<file path="config.mk">
export PLATFORM = sky130hd
export DESIGN_NAME = errcpl_streamer
export DESIGN_NICKNAME = d
export VERILOG_FILES = /design/src/rtl/errcpl_streamer.sv
export SDC_FILE = /design/constraint.sdc
export NUM_CORES = 1
export LEC_CHECK = 0
export BUFFER_PORTS_ARGS = -buffer_cell sky130_fd_sc_hd__buf_2
export CAP_MARGIN = 20
export CORE_ASPECT_RATIO = 1.1
export CORE_MARGIN = 2
export CORE_UTILIZATION = 30
export DETAILED_ROUTE_END_ITERATION = 10
export PLACE_DENSITY = 0.52
export SLEW_MARGIN = 30
export SYNTH_ARGS = -nofsm -noshare
export SYNTH_HDL_FRONTEND = slang
export SYNTH_SLANG_ARGS = --single-unit
export TNS_END_PERCENT = 1
</file>
<file path="constraint.sdc">
create_clock -name clk -period 3.6 [get_ports clk]
set_input_delay 0.36 -clock clk [delete_from_list [all_inputs] [get_ports clk]]
set_output_delay 0.36 -clock clk [all_outputs]
set_load 0.03 [all_outputs]
</file>
<file path="src/rtl/errcpl_streamer.sv">
module errcpl_streamer #(
  parameter int DATA_W = 128
) (
  input  logic              clk,
  input  logic              rst_n,
  input  logic              cpl_start,
  input  logic              cpl_abort,
  input  logic [95:0]       cpl_desc,
  input  logic [127:0]      rq_desc,
  input  logic [3:0]        rq_first_be,
  input  logic [3:0]        rq_last_be,
  input  logic              rq_hint_present,
  input  logic [1:0]        rq_hint_type,
  input  logic [7:0]        rq_steer_tag,
  output logic              busy,
  output logic              status_abort,
  output logic [DATA_W-1:0] m_tdata,
  output logic [DATA_W/32-1:0] m_tkeep,
  output logic              m_tlast,
  output logic              m_tvalid,
  input  logic              m_tready
);
  localparam int PKT_W = 256;
  localparam int BEATS = PKT_W / DATA_W;
  localparam int BW    = (BEATS > 1) ? $clog2(BEATS) : 1;

  if (DATA_W != 64 && DATA_W != 128 && DATA_W != 256) begin : g_bad_width
    $error("errcpl_streamer: DATA_W must be 64, 128 or 256");
  end

  logic [PKT_W-1:0] pkt_q;
  logic [BW-1:0]    beat_q;
  logic             active_q;
  logic [31:0]      summary;
  logic             take;
  logic             at_end;

  assign summary = {13'd0, rq_steer_tag, rq_hint_type, rq_hint_present,
                    rq_last_be, rq_first_be};
  assign take    = cpl_start && !active_q;
  assign at_end  = (beat_q == BW'(BEATS - 1));

  always_ff @(posedge clk) begin
    if (!rst_n) begin
      active_q     <= 1'b0;
      beat_q       <= '0;
      pkt_q        <= '0;
      status_abort <= 1'b0;
    end else if (take) begin
      active_q     <= 1'b1;
      beat_q       <= '0;
      pkt_q        <= {rq_desc, summary, cpl_desc};
      status_abort <= cpl_abort;
    end else if (active_q && m_tready) begin
      if (at_end) begin
        active_q <= 1'b0;
        beat_q   <= '0;
      end else begin
        beat_q <= beat_q + 1'b1;
      end
    end
  end

  if (BEATS == 1) begin : g_one
    assign m_tdata = pkt_q;
  end else begin : g_multi
    logic [BEATS-1:0][DATA_W-1:0] slices;
    assign slices  = pkt_q;
    assign m_tdata = slices[beat_q];
  end

  assign busy     = active_q;
  assign m_tvalid = active_q;
  assign m_tlast  = active_q && at_end;
  assign m_tkeep  = active_q ? '1 : '0;
endmodule


</file>
# --- Word-level counts from Yosys, hierarchy flattened ---
# Index checks and enable logic that the tools add are counted.
op_classes:
  addsub: 1
  n_lt_le_gt_ge: 1
  mux: 7
  bitwise: 1
  reduce_logical: 8
ops:
  columns: ["op", "count"]
  rows:
  - ["$mux W128", 2]
  - ["$mux W1", 4]
  - ["$mux W4", 1]
  - ["$reduce_bool A2 Y1", 2]
  - ["$logic_and A1 B1 Y1", 3]
  - ["$lt A1 B2 Y1 const B", 1]
  - ["$reduce_and A2 Y1", 1]
  - ["$reduce_or A2 Y1", 1]
  - ["$add A1 B1 Y1 const B", 1]
  - ["$logic_not A1 Y1", 1]
  - ["$not A1 Y1", 1]
totals:
  regBits: 246
  in_bits: 248
  output_inout_bits: 136
  wordCells: 22

# --- Longest topological paths before layout ---
# Gate-level depths: netlist of run 1.
logic_depth:
  depth_word: 4
  ltp_mapped: 6
  depth_no_buf: 3

# --- Worst setup path after synthesis of run 1 ---
# Ideal clock, no wire load.
synth_path:
  path_kind: "flip-flop to output port"
  start: "register beat_q (netlist: at_end)"
  end: "output port m_tdata[100]"
  arrival_time_ns: 1.190
  required_ns: 3.240
  slack_ns: 2.050
  path_stages_with_launch: 5
  n_path_buf: 3
  cell_sequence: "dfxtp_1 buf_2 buf_2 buf_2 mux2_2"
synth_via:
  elab_chain_cells: 2
synth_lines:
  columns: ["element", "line", "source"]
  rows:
  - ["start, declared", "32", "logic [BW-1:0] beat_q;"]
  - ["start signal, assigned", "59", "beat_q <= beat_q + 1'b1;"]
  - ["$mux W128 (implied by the code) (2 in a row)", "69", "assign m_tdata = slices[beat_q];"]
  - ["end, declared", "17", "output logic [DATA_W-1:0] m_tdata,"]
# Every way passes these cells. The select of a mux whose other input is x is not followed.

# --- Worst setup path in the final report of run 1 ---
layout_path:
  start: "register beat_q (netlist: at_end)"
  end: "output port m_tdata[79]"
# The elaborated chain is that of the path after synthesis.

==> impl_metrics.env, run 1 <==
export IMPL_post_dp_hpwl_um=21100
export IMPL_period_needed_ns=2.70
export IMPL_yosysUniqueCellTypes=15
export IMPL_power_density_cell_area_nw_per_um2=499
export IMPL_timing_final_max_slew_violations=0
export IMPL_timing_worst_setup_path_type="reg -> out"
export IMPL_critical_path_slowest_cell="sky130_fd_sc_hd__dfxtp_4"
export IMPL_syn_nets=1464
export IMPL_grt_first_pass_wirelength_um=48400
export IMPL_unrepaired_setup_endpoints_after_global_routing="false"
export IMPL_synth_seq_cells=246
export IMPL_numPortBuffers=383
export IMPL_die_area_um2=36800
export IMPL_clk_insertion_delay_late_ns=0.55
export IMPL_track_usage_pct=16.2
export IMPL_synth_seq_area_share_pct=46.5
export IMPL_report_final_hold_viol_count=0
export IMPL_nNetsFinal=1795
export IMPL_place_congestion=0.803
export IMPL_setup_violations=0
export IMPL_routed_via_count=9109
export IMPL_drv_max_cap_violation_count=0
export IMPL_drt_first_iter_violations=387
export IMPL_io_pins=384
export IMPL_commonest_non_fill_non_tap_cells_in_the_layout="sky130_fd_sc_hd__nand2_1, sky130_fd_sc_hd__buf_2, sky130_fd_sc_hd__dfxtp_1"
export IMPL_routed_wirelength_um=30900
export IMPL_mappedNetlistArea_um2=10600
export IMPL_cts_num_sinks=246
export IMPL_worst_ep_arrival_time_ns=2.34
export IMPL_antenna_violations_before_repair=13
export IMPL_crit_path_max_incr_delay_ns=0.82
export IMPL_rows=72
export IMPL_synth_area_per_cell_um2=8.70
export IMPL_cts_reportedPaths_clkPinSlew_ns=0.06
export IMPL_fin_hold_ws_ns=0.0455
export IMPL_clock_tree_buffer_depth=3
export IMPL_cts_buffers_inserted=29
export IMPL_timing_hold_worst_class="in -> reg"
export IMPL_syn_instance_count=1216
export IMPL_worst_endpoint_required_ns=3.24
export IMPL_status="finished clean"
export IMPL_drt_pre_antenna_iters=4
export IMPL_worst_path_buf_inv=2
export IMPL_place_inst=1959
export IMPL_relSlewSlack_pct=45.0
export IMPL_cts_repair_resize_count=0
export IMPL_final_cells=2018
export IMPL_tritoncts="built"
export IMPL_max_rail_drop_vdd_mv=0.298
export IMPL_cp_endpoint_kind="output port"
export IMPL_die_height_um=201
export IMPL_timing_critical_path_cells="buf_4 -> mux2_2 -> buf_2"
export IMPL_synth_largest_area_cell="sky130_fd_sc_hd__dfxtp_1"
export IMPL_ctsHtreeMaxLevel=1
export IMPL_synth_yosys_warnings=0
export IMPL_area_growth_pct=29.2
export IMPL_fin_setup_tns_ns=0
export IMPL_hold_buffers_post_cts=1
export IMPL_clock_skew_ns=0.00625
export IMPL_coreArea_um2=35000
export IMPL_effective_utilization_at_floorplan_pct=30.3
export IMPL_p_leak_nw=6.12
export IMPL_drc_markers=0
export IMPL_cp_max_fo=45
export IMPL_most_common_cell_after_layout_fill_and_taps_aside="sky130_fd_sc_hd__nand2_1"
export IMPL_clock_root_buffer="sky130_fd_sc_hd__clkbuf_16"
export IMPL_critical_path_startpoint_type="register"
export IMPL_grt_remaining_overflow=0
export IMPL_first_global_vias=9054
export IMPL_critical_path_top_delay_family="flip-flops"
export IMPL_maximum_number_of_pins_on_one_net_before_global_route_repair=145
export IMPL_share_of_the_clock_period_used_by_the_worst_path_after_layout_pct=74.9
export IMPL_fp_dieW_um=183
export IMPL_cell_types_occupying_the_most_area_after_synthesis="sky130_fd_sc_hd__dfxtp_1, sky130_fd_sc_hd__nand2_1, sky130_fd_sc_hd__mux2_2, sky130_fd_sc_hd__a21boi_1, sky130_fd_sc_hd__a21boi_0"
export IMPL_final_layout_size_suffix_gt1_share_pct=35.7
export IMPL_vias_per_cell=4.51
export IMPL_detail_route_antenna_nets=0
export IMPL_wire_length_per_cell_after_detailed_routing_um=15.3
export IMPL_synthDominantCellAreaShare_pct=46.5
export IMPL_maxClockFrequency_mhz=371
export IMPL_postCtsSetupBuffers=0
export IMPL_timing_worst_slew_pin_value_ns=0.825
flip-flops by register name, indices dropped and copies added, names as in the netlist:
signal          flops
g_multi.slices    243
at_end              1
busy                1
status_abort        1
metrics by stage:
step	setup slack [ns]	cell area (µm²)	utilization [%]	total power, mW
after detailed placement	1.43	12700	36.4	4.07
after floorplan	2.05	10600	-	3.71
final	0.904	13700	39.1	6.82
after CTS	0.829	13700	39.1	6.94
after global routing	0.770	13700	39.1	7.14
after global placement	1.49	12700	36.4	4.06
metal layers:
layer | GRT usage (%) | part of all wire (%) | up-vias
met4 | 5.23 | 2.6 | 12
met1 | 19.7 | 43 | 4136
met3 | 5.04 | 8.2 | 58
met2 | 27.2 | 46 | 280
li1 | - | - | 4623
met5 | 0 | 0.22 | -
area by class of cell:
class | instances | area, µm²
antenna | 7 | 17.5
clock buffer | 46 | 860
clock inverter | 5 | 50.0
fill | 3698 | 21300
multi-input combinational | 869 | 5110
sequential | 246 | 4930
tap | 444 | 556
timing repair buffer | 401 | 2150
report_power, final:
part	switching [mW]	total [mW]	internal [mW]
sequential	0.0998	2.98	2.88
combinational	0.593	1.01	0.415
clock	1.14	2.83	1.69
total	1.83	6.82	4.99
cells by family after synthesis:
family	count (synthesis)	synth area share (%)
and+or+nand+nor	505	18.3
DFF	246	46.5
muxes	115	12.2
xor gates and xnor gates	1	0.0828
buffers and inverters	101	5.31
AOI/OAI and AO/OA	248	17.5
Yosys cell counts:
master                     number
sky130_fd_sc_hd__xnor2_1        1
sky130_fd_sc_hd__buf_6          2
sky130_fd_sc_hd__a21boi_1     160
sky130_fd_sc_hd__buf_4         31
sky130_fd_sc_hd__and2_1        14
sky130_fd_sc_hd__buf_2         41
sky130_fd_sc_hd__o21ai_0        2
sky130_fd_sc_hd__mux2_2       115
sky130_fd_sc_hd__a21boi_0      84
sky130_fd_sc_hd__clkbuf_1      27
sky130_fd_sc_hd__dfxtp_1      246
sky130_fd_sc_hd__nand2_1      488
sky130_fd_sc_hd__nand2b_1       1
sky130_fd_sc_hd__a21oi_1        2
sky130_fd_sc_hd__nor2b_1        2
final timing paths:
check                            from             endpoint  slack (ns)  depth (start not counted)
setup / recovery               at_end          m_tdata[79]        0.90                          3
hold / removal             rq_desc[5]  g_multi.slices[133]        0.05                          3
setup reg to reg                 busy  g_multi.slices[241]        1.56                          4
hold reg to reg   g_multi.slices[165]  g_multi.slices[165]        0.45                          2
worst register-to-register path, cell delays in order, from the launching register on:
cell	delay (ns)
sky130_fd_sc_hd__dfxtp_1	0.61
sky130_fd_sc_hd__nand2b_4	0.72
sky130_fd_sc_hd__buf_4	0.39
sky130_fd_sc_hd__nand2_1	0.08
sky130_fd_sc_hd__a21boi_0	0.17
Note: power is estimated with default switching activity, not from simulation.
==> run 2, diff against run 1 <==
--- a/config.mk
+++ b/config.mk
@@ -5,13 +5,14 @@
 export SDC_FILE = /design/constraint.sdc
 export NUM_CORES = 1
 export LEC_CHECK = 0
+export ABC_AREA = 1
 export BUFFER_PORTS_ARGS = -buffer_cell sky130_fd_sc_hd__buf_2
 export CAP_MARGIN = 20
 export CORE_ASPECT_RATIO = 1.1
 export CORE_MARGIN = 2
 export CORE_UTILIZATION = 30
 export DETAILED_ROUTE_END_ITERATION = 10
-export PLACE_DENSITY = 0.52
+export PLACE_DENSITY = 0.53
 export SLEW_MARGIN = 30
 export SYNTH_ARGS = -nofsm -noshare
 export SYNTH_HDL_FRONTEND = slang
==> constraint.sdc (replaced) <==
create_clock -name clk -period 2.25 [get_ports clk]
set_input_delay 0.225 -clock clk [delete_from_list [all_inputs] [get_ports clk]]
set_output_delay 0.225 -clock clk [all_outputs]
set_load 0.03 [all_outputs]
==> impl_metrics.env, run 2 <==
export IMPL_synthDominantCellAreaShare_pct=41.4
export IMPL_timing_worst_slew_pin_value_ns=0.710
export IMPL_maxClockFrequency_mhz=488
export IMPL_cts_num_sinks=246
export IMPL_count_of_fill_cells_added_during_filler_insertion=4133
export IMPL_register_area_um2=4930
export IMPL_worst_ep_arrival_time_ns=1.83
export IMPL_tritoncts="built"
export IMPL_detail_route_antenna_nets=0
export IMPL_synth_area_per_cell_um2=5.97
export IMPL_status="finished clean"
export IMPL_yosysUniqueCellTypes=11
export IMPL_timing_worst_setup_path_type="reg -> out"
export IMPL_critical_path_startpoint_type="register"
export IMPL_rows=76
export IMPL_multi_input_comb_area_um2=5360
export IMPL_effective_utilization_at_floorplan_pct=30.4
export IMPL_report_final_hold_viol_count=0
export IMPL_area_growth_pct=44.7
export IMPL_final_layout_size_suffix_gt1_share_pct=18.2
export IMPL_share_of_the_clock_period_used_by_the_worst_path_after_layout_pct=91.1
export IMPL_timing_hold_worst_class="in -> reg"
export IMPL_nNetsFinal=2741
export IMPL_most_common_cell_after_layout_fill_and_taps_aside="sky130_fd_sc_hd__nand2_1"
export IMPL_cts_repair_resize_count=0
export IMPL_track_usage_pct=18.8
export IMPL_mappedNetlistArea_um2=11900
export IMPL_cts_buffers_inserted=29
export IMPL_cp_endpoint_kind="output port"
export IMPL_worst_endpoint_required_ns=2.03
export IMPL_grt_remaining_overflow=0
export IMPL_yosysMostFrequentCell="sky130_fd_sc_hd__nand2_1"
export IMPL_drt_pre_antenna_iters=5
export IMPL_clock_skew_ns=0.0101
export IMPL_postCtsSetupBuffers=0
export IMPL_place_congestion=0.772
export IMPL_maximum_number_of_pins_on_one_net_before_global_route_repair=136
export IMPL_postSynth_asyncResetShare_pct=0
export IMPL_routed_via_count=13277
export IMPL_wire_length_per_cell_after_detailed_routing_um=13.2
export IMPL_antenna_violations_before_repair=2
export IMPL_commonest_non_fill_non_tap_cells_in_the_layout="sky130_fd_sc_hd__nand2_1, sky130_fd_sc_hd__nor2_1, sky130_fd_sc_hd__buf_2"
export IMPL_final_setup_worst_slack_ns=0.200
export IMPL_relSlewSlack_pct=52.7
export IMPL_die_area_um2=41200
export IMPL_period_needed_ns=2.05
export IMPL_synth_yosys_warnings=0
export IMPL_routed_wirelength_um=39800
export IMPL_timing_final_max_slew_violations=0
export IMPL_dp_slack_ns=0.679
export IMPL_power_density_cell_area_nw_per_um2=707
export IMPL_coreArea_um2=39100
export IMPL_first_global_vias=13154
export IMPL_netlist_top_cells_count="sky130_fd_sc_hd__nand2_1, sky130_fd_sc_hd__nor2_1, sky130_fd_sc_hd__inv_1, sky130_fd_sc_hd__dfxtp_1, sky130_fd_sc_hd__nand3_1"
export IMPL_ys_flop_type="sky130_fd_sc_hd__dfxtp_1"
export IMPL_syn_nets=2240
export IMPL_synth_enable_flop_cells=0
export IMPL_max_rail_drop_vdd_mv=0.616
export IMPL_fp_dieW_um=194
export IMPL_synth_seq_area_share_pct=41.4
export IMPL_clock_tree_buffer_depth=3
export IMPL_cts_reportedPaths_clkPinSlew_ns=0.06
export IMPL_clk_insertion_delay_late_ns=0.55
export IMPL_number_of_flip_flops_under_the_largest_register_name=243
export IMPL_grt_first_pass_wirelength_um=64700
export IMPL_die_height_um=213
export IMPL_setup_violations=0
export IMPL_synth_largest_area_cell="sky130_fd_sc_hd__dfxtp_1"
export IMPL_syn_instance_count=1992
export IMPL_drv_max_cap_violation_count=0
export IMPL_drc_markers=0
export IMPL_cell_types_occupying_the_most_area_after_synthesis="sky130_fd_sc_hd__dfxtp_1, sky130_fd_sc_hd__nand2_1, sky130_fd_sc_hd__nor2_1, sky130_fd_sc_hd__nand3_1, sky130_fd_sc_hd__inv_1"
export IMPL_cp_max_fo=56
export IMPL_clock_root_buffer="sky130_fd_sc_hd__clkbuf_16"
export IMPL_post_dp_hpwl_um=25100
export IMPL_unrepaired_setup_endpoints_after_global_routing="false"
export IMPL_antenna_diode_count=0
export IMPL_numPortBuffers=383
export IMPL_ctsHtreeMaxLevel=1
export IMPL_fin_setup_tns_ns=0
export IMPL_vias_per_cell=4.40
export IMPL_synth_seq_cells=246
export IMPL_io_pins=384
export IMPL_p_leak_nw=9.71
export IMPL_drt_first_iter_violations=600
run 2: cell count changes in the layout (fill, tap and decap cells not counted), sizes merged, moves of 7 or more:
cell         change
a21boi         -244
nor2           +492
nand2          +120
and2            -14
dlygate4sd3    +201
inv            +262
nand3          +245
diode            -7
mux2           -115
buf              +9
run 2: what timing repair did:
item / 4_1_cts / 5_1_grt
hold buffers: 202 / 0
endpoints found under the hold margin: 203 / 0
endpoints found under the setup margin: 0 / 0
run 2: per-stage QoR:
stage                     power, mW  utilization [%]  hold WS [ns]  instance area (µm²)  std cells
final                          12.1             44.0       0.00805                17200       3020
after detailed placement       7.29             36.4         0.471                14200       2767
after CTS                      12.3             44.0      0.000510                17200       3020
after global placement         7.26             36.4         0.461                14200       2767
after floorplan                6.49                -         0.427                11900       1992
after global routing           12.8             44.0        0.0120                17200       3020
run 2: metal layers:
metal,share of wire [%],up-vias,wire (µm),track usage [%]
met5,0.068,-,27,0
met1,44,5988,17400,23.1
li1,-,6859,-,-
met3,6.1,76,2430,3.78
met4,3.0,4,1180,6.63
met2,47,350,18800,32.6
run 2: cell type report:
type / count / share of cell area [%]
Tap cell: 507 / 3.69
Inverter: 261 / 5.74
Timing Repair Buffer: 610 / 25.2
Sequential cell: 246 / 28.7
Clock buffer: 42 / 4.91
Multi-Input combinational cell: 1345 / 31.2
Clock inverter: 9 / 0.619
run 2: worst paths after layout:
path | slack (ns) | end | cells after the start | startpoint
setup reg to reg | 0.67 | g_multi.slices[210] | 5 | busy
hold / removal | 0.008 | g_multi.slices[239] | 5 | rq_desc[111]
setup / recovery | 0.20 | m_tdata[110] | 5 | at_end
hold reg to reg | 0.48 | g_multi.slices[36] | 2 | g_multi.slices[36]
run 2: logic make-up after synthesis:
| kind of cell | after synthesis | synth area share [%] |
|---|---|---|
| buffers and inverters | 401 | 13.4 |
| DFF | 246 | 41.4 |
| and+or+nand+nor | 1345 | 45.1 |
run 2: critical path, stage by stage, from the launching register on:
cell	delay (ns)
sky130_fd_sc_hd__dfxtp_4	0.41
sky130_fd_sc_hd__inv_4	0.09
sky130_fd_sc_hd__buf_12	0.27
sky130_fd_sc_hd__nand2_1	0.16
sky130_fd_sc_hd__nand2_1	0.11
sky130_fd_sc_hd__buf_2	0.20
run 2: power by group:
part           total, mW  switching [mW]  internal, mW  leakage [nW]
sequential          4.88           0.172          4.71          2.04
clock               4.70            1.88          2.81         0.460
combinational       2.57            1.56          1.01          7.21
total               12.1            3.61          8.53          9.71
==> run 3, diff against run 2 <==
--- a/config.mk
+++ b/config.mk
@@ -11,7 +11,9 @@
 export CORE_ASPECT_RATIO = 1.1
 export CORE_MARGIN = 2
 export CORE_UTILIZATION = 30
+export CTS_CLUSTER_SIZE = 14
 export DETAILED_ROUTE_END_ITERATION = 10
+export GPL_TIMING_DRIVEN = 0
 export PLACE_DENSITY = 0.53
 export SLEW_MARGIN = 30
 export SYNTH_ARGS = -nofsm -noshare
==> impl_metrics.env, run 3 (synthesis results as in run 2) <==
export IMPL_multi_input_comb_area_um2=5360
export IMPL_number_of_flip_flops_under_the_largest_register_name=243
export IMPL_die_height_um=213
export IMPL_routed_wirelength_um=42500
export IMPL_ff2ff_path_depth=8
export IMPL_cp_endpoint_kind="output port"
export IMPL_timing_final_max_slew_violations=0
export IMPL_report_final_hold_viol_count=0
export IMPL_timing_hold_worst_class="in -> reg"
export IMPL_relSlewSlack_pct=42.4
export IMPL_holdPathStages=5
export IMPL_final_cells=3088
export IMPL_setup_violations=0
export IMPL_maxClockFrequency_mhz=466
export IMPL_clock_tree_buffer_depth=3
export IMPL_timing_worst_setup_path_type="reg -> out"
export IMPL_place_congestion=0.859
export IMPL_cts_num_sinks=246
export IMPL_place_inst=2881
export IMPL_register_area_um2=4920
export IMPL_drv_max_cap_violation_count=0
export IMPL_most_common_cell_after_layout_fill_and_taps_aside="sky130_fd_sc_hd__nand2_1"
export IMPL_post_dp_hpwl_um=31100
export IMPL_worst_ep_arrival_time_ns=1.92
export IMPL_cts_reportedPaths_clkPinSlew_ns=0.06
export IMPL_critical_path_slowest_cell="sky130_fd_sc_hd__dfxtp_1"
export IMPL_cts_buffers_inserted=28
export IMPL_timing_worst_slew_pin_value_ns=0.865
export IMPL_count_of_fill_cells_added_during_filler_insertion=4230
export IMPL_clk_insertion_delay_late_ns=0.54
export IMPL_io_pins=384
export IMPL_period_needed_ns=2.15
export IMPL_nNetsFinal=2807
export IMPL_max_rail_drop_vdd_mv=0.558
export IMPL_critical_path_startpoint_type="register"
export IMPL_p_leak_nw=9.71
export IMPL_ctsHtreeMaxLevel=1
export IMPL_fp_dieW_um=194
export IMPL_coreArea_um2=39100
export IMPL_track_usage_pct=19.8
export IMPL_drc_markers=0
export IMPL_die_area_um2=41200
export IMPL_total_power_mw=12.2
export IMPL_worst_path_buf_inv=5
export IMPL_first_global_vias=12616
export IMPL_drt_first_iter_violations=567
export IMPL_clock_root_buffer="sky130_fd_sc_hd__clkbuf_16"
export IMPL_fin_hold_ws_ns=0.0216
export IMPL_numPortBuffers=382
export IMPL_share_of_the_clock_period_used_by_the_worst_path_after_layout_pct=95.4
export IMPL_grt_first_pass_wirelength_um=65300
export IMPL_crit_top_cell="sky130_fd_sc_hd__nand2_1"
export IMPL_postCtsSetupBuffers=0
export IMPL_detail_route_antenna_nets=0
export IMPL_final_setup_worst_slack_ns=0.105
export IMPL_crit_path_max_incr_delay_ns=0.29
export IMPL_timing_critical_path_depth=7
export IMPL_antenna_violations_before_repair=0
export IMPL_commonest_non_fill_non_tap_cells_in_the_layout="sky130_fd_sc_hd__nand2_1, sky130_fd_sc_hd__nor2_1, sky130_fd_sc_hd__buf_2"
export IMPL_drt_pre_antenna_iters=5
export IMPL_routed_via_count=13260
export IMPL_tritoncts="built"
export IMPL_worst_endpoint_required_ns=2.03
export IMPL_cp_max_fo=10
export IMPL_wire_length_per_cell_after_detailed_routing_um=13.8
export IMPL_unrepaired_setup_endpoints_after_global_routing="true"
export IMPL_grt_remaining_overflow=0
export IMPL_power_density_cell_area_nw_per_um2=718
export IMPL_dp_slack_ns=0.0874
export IMPL_effective_utilization_at_floorplan_pct=30.4
export IMPL_rows=76
export IMPL_critical_path_top_delay_family="buffers and inverters"
export IMPL_timing_critical_path_cells="buf_2 -> inv_8 -> buf_6 -> buf_4 -> nand2_1 -> nand2_1 -> clkbuf_4"
export IMPL_clock_skew_ns=0.0108
export IMPL_maximum_number_of_pins_on_one_net_before_global_route_repair=14
export IMPL_area_growth_pct=43.1
export IMPL_final_layout_size_suffix_gt1_share_pct=19.4
export IMPL_vias_per_cell=4.29
export IMPL_status="finished clean"
## run 3: worst paths after layout
check	from	to	slack (ns)
worst max-delay path	at_end	m_tdata[108]	0.10
worst min-delay path	rq_desc[67]	g_multi.slices[195]	0.02
worst max register to register	busy	g_multi.slices[92]	0.19
worst min register to register	g_multi.slices[181]	g_multi.slices[181]	0.48
## run 3: repair_timing
| action | CTS | global route |
|---|---|---|
| hold endpoints to repair | 156 | 0 |
| cloned | 0 | 0 |
| pin swaps | 0 | 0 |
| hold buffers | 155 | 0 |
| endpoints found under the setup margin | 122 | 119 |
| gates resized for setup | 12 | 19 |
## run 3: layout make-up
type | count | area share, %
inverter | 261 | 5.81
buffer | 140 | 3.86
sequential | 246 | 29.0
antenna | 1 | 0.0147
clock buffer | 45 | 5.15
timing repair buffer | 537 | 20.4
tap | 507 | 3.73
clock inverter | 6 | 0.530
multi-input combinational | 1345 | 31.5
## run 3: power by group
group | switching (mW) | leakage (nW) | internal (mW)
registers | 0.174 | 2.04 | 4.71
logic | 1.61 | 7.20 | 0.961
clock network | 1.86 | 0.477 | 2.89
total | 3.64 | 9.71 | 8.56
## run 3: metrics by stage
stage | util (%) | setup TNS [ns] | instance area (µm²)
4_1_cts | 43.4 | -0.0852 | 17000
2_1_floorplan | - | 0 | 11900
3_5_place_dp | 36.9 | 0 | 14400
5_1_grt | 43.5 | -0.0107 | 17000
6_report | 43.5 | 0 | 17000
3_3_place_gp | 36.9 | -0.715 | 14400
## run 3: per-layer routing
metal / track usage, % / vias to the layer above / wire length [µm] / part of all wire, %
met1: 25.3 / 5852 / 19100 / 45
met5: 0 / - / 0 / 0
li1: - / 7006 / - / -
met4: 6.08 / 0 / 1110 / 2.6
met2: 34.4 / 338 / 20100 / 47
met3: 3.02 / 64 / 2170 / 5.1
## run 3: worst reg2reg max path: cells and delay by family, from the launching register on
| kind | cells | cell delay [ns] |
|---|---|---|
| simple gates | 3 | 0.27 |
| flops | 1 | 0.41 |
| buf+inv | 5 | 1.29 |
